$ cat src/rtl/xmem_decode_pkg.sv
package xmem_decode_pkg;

    typedef enum logic {
        MAP_DISABLED = 1'b0,
        MAP_ENABLED  = 1'b1
    } map_state_e;

    typedef struct packed {
        logic int_sel;
        logic ext_sel;
        logic strobe_rd;
        logic strobe_wr;
        logic p0_bus;
        logic p2_bus;
    } route_t;

endpackage

$ cat src/rtl/xmem_cfg_fsm.sv
module xmem_cfg_fsm
    import xmem_decode_pkg::*;
#(
    parameter int          CFG_W     = 8,
    parameter logic [7:0]  CFG_RESET = 8'h21
) (
    input  logic             clk,
    input  logic             rst_n,
    input  logic             cfg_we,
    input  logic [CFG_W-1:0] cfg_wdata,
    output logic [CFG_W-1:0] cfg_rdata,
    output logic             win_open,
    output logic             vis_on
);

    localparam int DIS_BIT = 0;
    localparam int VIS_BIT = 1;

    map_state_e state_q, state_d;
    logic       vis_q;

    // next-state logic: OPEN is the only transition
    always_comb begin
        state_d = state_q;
        unique case (state_q)
            MAP_DISABLED: if (cfg_we && !cfg_wdata[DIS_BIT]) state_d = MAP_ENABLED;
            MAP_ENABLED:  state_d = MAP_ENABLED;
            default:      state_d = MAP_DISABLED;
        endcase
    end

    // state register
    always_ff @(posedge clk or negedge rst_n) begin
        if (!rst_n) begin
            state_q <= MAP_DISABLED;
            vis_q   <= CFG_RESET[VIS_BIT];
        end else begin
            state_q <= state_d;
            if (cfg_we) vis_q <= cfg_wdata[VIS_BIT];
        end
    end

    // outputs
    always_comb begin
        win_open  = 1'b0;
        unique case (state_q)
            MAP_DISABLED: win_open = 1'b0;
            MAP_ENABLED:  win_open = 1'b1;
            default:      win_open = 1'b0;
        endcase
        vis_on    = vis_q;
        cfg_rdata = CFG_RESET[CFG_W-1:0];
        cfg_rdata[DIS_BIT] = !win_open;
        cfg_rdata[VIS_BIT] = vis_q;
    end

endmodule

$ cat src/rtl/xmem_window.sv
module xmem_window #(
    parameter int               ADDR_W   = 16,
    parameter int               PAGE_W   = 8,
    parameter logic [ADDR_W-1:0] WIN_BASE = 16'hF700,
    parameter logic [ADDR_W-1:0] WIN_LAST = 16'hFFFF
) (
    input  logic              acc_short,
    input  logic [ADDR_W-1:0] acc_ptr,
    input  logic [PAGE_W-1:0] acc_page,
    output logic              in_window
);

    localparam logic [PAGE_W-1:0] PAGE_BASE = WIN_BASE[ADDR_W-1:ADDR_W-PAGE_W];
    localparam logic [PAGE_W-1:0] PAGE_LAST = WIN_LAST[ADDR_W-1:ADDR_W-PAGE_W];

    logic hit_wide, hit_page;

    always_comb begin
        hit_wide  = (acc_ptr  >= WIN_BASE)  && (acc_ptr  <= WIN_LAST);
        hit_page  = (acc_page >= PAGE_BASE) && (acc_page <= PAGE_LAST);
        in_window = acc_short ? hit_page : hit_wide;
    end

endmodule

$ cat src/rtl/xmem_route.sv
module xmem_route
    import xmem_decode_pkg::*;
(
    input  logic   acc_req,
    input  logic   acc_wr,
    input  logic   acc_short,
    input  logic   in_window,
    input  logic   win_open,
    input  logic   vis_on,
    input  logic   ext_code_n,
    output route_t route
);

    logic go_int, drive_pins;

    always_comb begin
        route      = '0;
        go_int     = win_open && in_window;
        drive_pins = !go_int || vis_on;
        if (acc_req) begin
            route.int_sel   = go_int;
            route.ext_sel   = !go_int;
            route.strobe_rd = drive_pins && !acc_wr;
            route.strobe_wr = drive_pins &&  acc_wr;
            if (drive_pins) begin
                route.p0_bus = 1'b1;
                route.p2_bus = !acc_short;
            end else begin
                route.p0_bus = !ext_code_n;
                route.p2_bus = !ext_code_n && !acc_short;
            end
        end
    end

endmodule

$ cat src/rtl/xmem_decode.sv
module xmem_decode
    import xmem_decode_pkg::*;
#(
    parameter int                ADDR_W    = 16,
    parameter int                PAGE_W    = 8,
    parameter int                CFG_W     = 8,
    parameter logic [7:0]        CFG_RESET = 8'h21,
    parameter logic [ADDR_W-1:0] WIN_BASE  = 16'hF700,
    parameter logic [ADDR_W-1:0] WIN_LAST  = 16'hFFFF
) (
    input  logic                     clk,
    input  logic                     rst_n,
    input  logic                     cfg_we,
    input  logic [CFG_W-1:0]         cfg_wdata,
    output logic [CFG_W-1:0]         cfg_rdata,
    input  logic                     acc_req,
    input  logic                     acc_wr,
    input  logic                     acc_short,
    input  logic [ADDR_W-1:0]        acc_ptr,
    input  logic [PAGE_W-1:0]        acc_page,
    input  logic [ADDR_W-PAGE_W-1:0] acc_off,
    input  logic                     ext_code_n,
    output logic                     int_sel,
    output logic                     ext_sel,
    output logic                     strobe_rd,
    output logic                     strobe_wr,
    output logic                     p0_bus,
    output logic                     p2_bus
);

    logic   win_open, vis_on, in_window, off_unused;
    route_t route;

    // the offset only forms the low address byte downstream
    assign off_unused = ^acc_off;

    xmem_cfg_fsm #(
        .CFG_W    (CFG_W),
        .CFG_RESET(CFG_RESET)
    ) u_cfg (
        .clk      (clk),
        .rst_n    (rst_n),
        .cfg_we   (cfg_we),
        .cfg_wdata(cfg_wdata),
        .cfg_rdata(cfg_rdata),
        .win_open (win_open),
        .vis_on   (vis_on)
    );

    xmem_window #(
        .ADDR_W  (ADDR_W),
        .PAGE_W  (PAGE_W),
        .WIN_BASE(WIN_BASE),
        .WIN_LAST(WIN_LAST)
    ) u_win (
        .acc_short(acc_short),
        .acc_ptr  (acc_ptr),
        .acc_page (acc_page),
        .in_window(in_window)
    );

    xmem_route u_route (
        .acc_req   (acc_req),
        .acc_wr    (acc_wr),
        .acc_short (acc_short),
        .in_window (in_window),
        .win_open  (win_open),
        .vis_on    (vis_on),
        .ext_code_n(ext_code_n),
        .route     (route)
    );

    always_comb begin
        int_sel   = route.int_sel;
        ext_sel   = route.ext_sel;
        strobe_rd = route.strobe_rd;
        strobe_wr = route.strobe_wr;
        p0_bus    = route.p0_bus;
        p2_bus    = route.p2_bus;
    end

endmodule

$ cat config.mk
export PLATFORM = sky130hd
export DESIGN_NAME = xmem_decode
export DESIGN_NICKNAME = d
export VERILOG_FILES = /design/src/rtl/xmem_decode_pkg.sv /design/src/rtl/xmem_cfg_fsm.sv /design/src/rtl/xmem_window.sv /design/src/rtl/xmem_route.sv /design/src/rtl/xmem_decode.sv
export SDC_FILE = /design/constraint.sdc
export NUM_CORES = 1
export LEC_CHECK = 0
export ABC_CLOCK_PERIOD_IN_PS = 1500
export BUFFER_PORTS_ARGS = -buffer_cell sky130_fd_sc_hd__buf_2
export CAP_MARGIN = 40
export CORE_UTILIZATION = 19
export DETAILED_ROUTE_END_ITERATION = 10
export PLACE_DENSITY = 0.74
export SLEW_MARGIN = 20
export SYNTH_ARGS = -nofsm -noshare
export SYNTH_HDL_FRONTEND = slang
export SYNTH_SLANG_ARGS = --single-unit
export TNS_END_PERCENT = 20
$ cat constraint.sdc
create_clock -name clk -period 1.5 [get_ports clk]
set_clock_uncertainty 0.05 [all_clocks]
set_input_delay 0.3 -clock clk [delete_from_list [all_inputs] [get_ports clk]]
set_output_delay 0.3 -clock clk [all_outputs]
set_load 0.02 [all_outputs]
==> run summary, run 1 <==
Vias = 320
Placed Area = 403 sq um
Initial DRT Pass Iterations = 2
Final worst setup slack = -0.456 ns
Unrepaired setup endpoints after global routing = yes
WP data arrival = 1.61 ns
Worst-Skew Late Latency = 0.22 ns
Sw frac = 0.298
Worst path slowest cell = or4_4
Crit-path max FO = 4
P_leak = 0.260 nW
Largest net degree at the start of global routing = 7
First-pass GRT wire length = 938 um
Die area = 1470 sq um
Failing checks = negative setup slack
GRT overflow = 0
Chip width = 38.4 um
Synth Cell Area = 251 sq um
Fmax achieved = 511 MHz
Sequential power share = 0.226
Nets = 116
Fin. Hold Viols = 0
Iter 0 DRT Violations = 1
Number of buffers and inverters on the critical path = 2
WS Path Type = flop to output pin
Register area share after synthesis = 0.199
# IOs = 61
Core area = 1170 sq um
Layout area overhead = 84.1%
Initial Util = 0.215
Row cnt = 12
Diode count = 0
CTS sink count = 2
Comb pwr share = 0.348
Root Buffer = clkbuf_4
Routed Antenna Nets = 0
Total Routed Length = 666 um
Critical path's top delay family = simple AND/OR/NAND/NOR gates
Syn Inst Count = 31
Wire per inst = 8.22 um
CP Launch Type = flop
PortBufs = 32
Final worst path period share = 1.30
Post-route minimum period = 1.96 ns
Class of the most critical hold timing path = primary input to flop
Post-Route Utilization = 0.395
Final instance area = 463 sq um
Switch Pwr = 80.2 uW
Most common cell after layout, fill and taps aside = buf_2
Die Height = 38.4 um
TritonCTS clock tree = yes
CP Capture Type = output pin
Layout cell share with drive strength beyond 1 = 0.687
Reg clk slew, reported paths = 0.03 ns
Via density = 3.95
Antenna violations before repair = 0
CP Cell Sequence = inv_2 -> or4_4 -> a21oi_4 -> a21boi_2 -> buf_2
GRT Overall Usage = 0.0940
PwrDens = 582 nW/um^2
VDD IR-drop max = 0.414 mV
Worst path max stage delay = 0.55 ns
Clock power frac = 0.427
Run status = finished with violations
Clock Path Buffers = 2
Yosys reg bits = 2
Synth cell types = 19
Syn_area_per_cell = 8.11 sq um
Max-slew violation count = 0
Vias in the first global route = 268
Max-cap check violation count = 0
H-tree levels = 1
# DRC = 0
Most frequent cells in the layout = buf_2 (29), conb_1 (6), buf_4 (6)
Worst EP required = 1.15 ns
Area of the multi-input gates = 165 sq um
Place WS = -0.274 ns
Placer congestion estimate = 0.604
Synth warn = 0
DP HPWL = 572 um
Num CTS Buffers = 3
Filler cells = 129
Setup violations, final = 6
Internal power = 189 uW
Seq. cell area = 50.0 sq um
==> Yosys cell counts <==
master,number,area share
buf_4,7,0.21
a31oi_1,2,0.050
conb_1,2,0.030
dfrtp_1,2,0.20
inv_1,2,0.030
nand2_1,2,0.030
nand4_1,2,0.050
a21boi_0,1,0.030
a21boi_2,1,0.045
a21oi_2,1,0.035
a21oi_4,1,0.065
and3_1,1,0.025
mux2_2,1,0.045
nand2b_1,1,0.025
nor2_1,1,0.015
nor3b_1,1,0.030
o21ai_0,1,0.020
or3_1,1,0.025
or4_4,1,0.045
==> routing by layer <==
| layer | share of wire | GRT usage | vias to the layer above |
|---|---|---|---|
| met1 | 0.35 | 0.0909 | 139 |
| met5 | 0 | 0 | - |
| li1 | - | - | 169 |
| met2 | 0.60 | 0.161 | 12 |
| met4 | 0 | 0.0948 | 0 |
| met3 | 0.050 | 0.0174 | 0 |
==> through the flow <==
| step | std cells | power [mW] | TNS (ns) | hold WS (ns) |
|---|---|---|---|---|
| 2_1_floorplan | 35 | 0.120 | -0.828 | -0.0456 |
| 3_3_place_gp | 75 | 0.149 | -1.36 | 0.0369 |
| 3_5_place_dp | 75 | 0.151 | -1.36 | 0.0369 |
| 4_1_cts | 79 | 0.274 | -2.37 | 0.205 |
| 5_1_grt | 81 | 0.290 | -2.94 | 0.227 |
| 6_report | 81 | 0.269 | -2.67 | 0.230 |
==> sequential cells by signal (all words and copies together) (netlist names) <==
| name | count |
|---|---|
| u_cfg.vis_on | 1 |
| u_cfg.state_q | 1 |
==> worst paths after layout <==
check,start,to,slack (ns),cells after the start
max in group asynchronous,rst_n,u_cfg.vis_on,0.95,2
min in group asynchronous,rst_n,u_cfg.state_q,0.35,2
worst max-delay path,u_cfg.state_q,p0_bus,-0.46,5
worst min register to register,u_cfg.vis_on,u_cfg.vis_on,0.56,1
worst max register to register,u_cfg.state_q,u_cfg.state_q,0.63,4
worst min-delay path,cfg_wdata[0],u_cfg.state_q,0.23,2
==> cell families after synthesis <==
kind of cell	Yosys count	share of synthesized area
buffers and inverters	9	0.239
other	2	0.0299
flip-flops	2	0.199
AO/OA/AOI/OAI	7	0.244
AND/OR/NAND/NOR	10	0.244
multiplexers	1	0.0448
==> power groups by stage <==
stage	sequential [mW]	clock [mW]	combinational, mW
after detailed placement	0.0615	0	0.0890
after global routing	0.0613	0.128	0.102
after floorplan	0.0606	0	0.0599
final	0.0608	0.115	0.0936
after global placement	0.0612	0	0.0876
after CTS	0.0609	0.122	0.0911
==> worst reg2reg max path, stage by stage, from the launching register on <==
cell     delay [ns]
dfrtp_1        0.37
inv_2          0.06
buf_4          0.09
buf_4          0.09
o21ai_0        0.08
==> what timing repair did <==
action,in CTS,in global routing
cloned,0,0
hold endpoints to repair,2,0
pin swaps,0,3
hold buffers,1,0
setup buffers,0,2
endpoints found under the setup margin,6,6
gates resized for setup,1,4
==> cell type report <==
type                            instances  area share
Clock buffer                            3      0.0486
Inverter                                2      0.0162
Multi-Input combinational cell         24       0.357
Sequential cell                         2       0.108
Tap cell                               14      0.0378
Timing Repair Buffer                   36       0.432
No activity file was read; power rests on OpenSTA's default activity.
==> run 2, diff against run 1 <==
Settings changed: ABC_CLOCK_PERIOD_IN_PS 1500 to 2100, CORE_AREA set to 2 2 39 41, CORE_UTILIZATION 19 to unset, DIE_AREA set to 0 0 41 43, PLACE_DENSITY 0.74 to 0.71.
Clock period 1.5 ns to 2.1 ns, I/O delays scaled along.
==> run 2 against run 1 <==
The flow now finishes without violations. First-iteration DRC count increased to 3.0 times the previous value. Power is 27% lower. Sequential cell count did not move. Die area increased by 20%. Register-to-register slack better by 0.63 ns. Routed wire length up 1.2%. Combinational power decreased by 27%. Clock-buffer cell count unchanged. Final area down 4.6%. Non-clock buffer count down 3.
==> run summary, run 2 (synthesis results as in run 1) <==
Largest net degree at the start of global routing = 7 (unchanged)
Reg2Reg Depth = 1 (was 4)
# IOs = 61 (unchanged)
Vias in the first global route = 290 (was 268)
Initial DRT Pass Iterations = 4 (was 2)
Setup repair bufs after CTS = 0 (unchanged)
Total power = 196 uW (was 269 uW)
Most frequent cells in the layout = buf_2 (29), conb_1 (6), clkbuf_4 (3) (was buf_2 (29), conb_1 (6), buf_4 (6))
Reg-to-reg endpoint = u_cfg.vis_on (was u_cfg.state_q)
Setup_tns = 0 ns (was -2.67 ns)
Final worst path period share = 0.972
Clock Path Buffers = 2 (unchanged)
# DRC = 0 (unchanged)
CP Capture Type = output pin (unchanged)
Num CTS Buffers = 3 (unchanged)
First-pass GRT wire length = 1.01 mm (was 938 um)
VDD IR-drop max = 0.183 mV (was 0.414 mV)
CP Launch Type = flop (unchanged)
GRT overflow = 0 (unchanged)
DP HPWL = 610 um (was 572 um)
Diode count = 0 (unchanged)
Wire per inst = 8.43 um (was 8.22 um)
Unrepaired setup endpoints after global routing = yes (unchanged)
Die Height = 43 um (was 38.4 um)
CTS sink count = 2 (unchanged)
H-tree levels = 1 (unchanged)
Crit-path max FO = 4 (unchanged)
Fin. Hold Viols = 0 (unchanged)
Fmax achieved = 490 MHz
Run status = finished clean (was finished with violations)
Row cnt = 14 (was 12)
Setup violations, final = 0 (was 6)
TritonCTS clock tree = yes (unchanged)
Antenna violations before repair = 0 (unchanged)
Reg clk slew, reported paths = 0.03 ns (about the same)
Post-route minimum period = 2.04 ns
Initial Util = 0.182 (was 0.215)
Via density = 3.96 (was 3.95)
Placed Area = 394 sq um (was 403 sq um)
WS Path Type = flop to output pin (unchanged)
Layout cell share with drive strength beyond 1 = 0.641 (was 0.687)
Worst-Skew Late Latency = 0.22 ns (about the same)
Hold Startpoint = cfg_wdata[0] (unchanged)
Core area = 1380 sq um (was 1170 sq um)
Class of the most critical hold timing path = primary input to flop (unchanged)
Worst EP required = 1.63 ns (was 1.15 ns)
WHS = 0.320 ns (was 0.230 ns)
Vias = 317 (was 320)
Reg2reg start = u_cfg.vis_on (was u_cfg.state_q)
Routed Antenna Nets = 0 (unchanged)
Final instance area = 442 sq um (was 463 sq um)
GRT Overall Usage = 0.0863 (was 0.0940)
Die area = 1760 sq um (was 1470 sq um)
Layout area overhead = 75.6% (was 84.1%)
Setup crit end = strobe_rd (was p0_bus)
Post-Route Utilization = 0.319 (was 0.395)
Worst R2R Setup Slack = 1.26 ns (was 0.63 ns)
Max-slew violation count = 0 (unchanged)
Root Buffer = clkbuf_4 (unchanged)
Most common cell after layout, fill and taps aside = buf_2 (unchanged)
WP data arrival = 1.57 ns (was 1.61 ns)
Chip width = 41 um (was 38.4 um)
Total Routed Length = 674 um (was 666 um)
PortBufs = 32 (unchanged)
P_leak = 0.245 nW (was 0.260 nW)
PwrDens = 443 nW/um^2 (was 582 nW/um^2)
Iter 0 DRT Violations = 3 (was 1)
Placer congestion estimate = 0.571 (was 0.604)
Origin of the worst setup path = u_cfg.state_q (unchanged)
Nets = 113 (was 116)
Max-cap check violation count = 0 (unchanged)
run 2: cell count changes in the layout (fill, tap and decap cells not counted):
| cell | change |
|---|---|
| nor3b_1 | +1 |
| nor3b_2 | -1 |
| buf_6 | +2 |
| buf_4 | -5 |
| a21boi_2 | -1 |
| a21boi_0 | +1 |
run 2: worst min-delay path by stage:
stage | depth (start not counted) | slack, ns | end
after global routing | 2 | 0.32 | u_cfg.state_q
final | 2 | 0.32 | u_cfg.state_q
after floorplan | 0 | 0.07 | u_cfg.state_q
after global placement | 1 | 0.16 | u_cfg.state_q
after detailed placement | 1 | 0.16 | u_cfg.vis_on
after CTS | 2 | 0.32 | u_cfg.state_q
run 2: routing by layer:
metal,GRT usage,share of wire,routed length [um],up-vias
li1,-,-,-,162
met2,0.141,0.52,351,22
met5,0,0,0,-
met1,0.0833,0.38,258,133
met4,0.0800,0,0,0
met3,0.0157,0.096,65,0
run 2: report_power, final:
part	internal, mW	switching [mW]	total (mW)	leakage, nW
Clock	0.0630	0.0213	0.0843	0.0138
Combinational	0.0324	0.0357	0.0681	0.211
Sequential	0.0408	0.00245	0.0432	0.0204
run 2: cell type report:
| class | instances | area, sq um |
|---|---|---|
| flip-flops and latches | 2 | 50.0 |
| repair buffers | 33 | 185 |
| clock buffers | 3 | 22.5 |
| multi-input cells | 24 | 156 |
| fillers | 158 | 942 |
| inverters | 2 | 7.51 |
| well taps | 16 | 20.0 |
run 2: critical path, stage by stage, from the launching register on:
cell     delay (ns)
dfrtp_1        0.35
inv_2          0.05
or4_4          0.53
a21oi_4        0.20
nor3b_1        0.07
buf_2          0.16
run 2: repair_timing:
| action | in CTS | in global routing |
|---|---|---|
| hold buffers | 1 | 0 |
| gates resized for setup | 0 | 6 |
| setup endpoints to repair | 0 | 4 |
| hold endpoints to repair | 2 | 0 |
run 2: per-stage QoR:
| step | std cells | setup slack, ns |
|---|---|---|
| 2_1_floorplan | 35 | 0.105 |
| 3_3_place_gp | 76 | 0.0801 |
| 3_5_place_dp | 76 | 0.0683 |
| 4_1_cts | 80 | 0.0197 |
| 5_1_grt | 80 | -0.0343 |
| 6_report | 80 | 0.0578 |
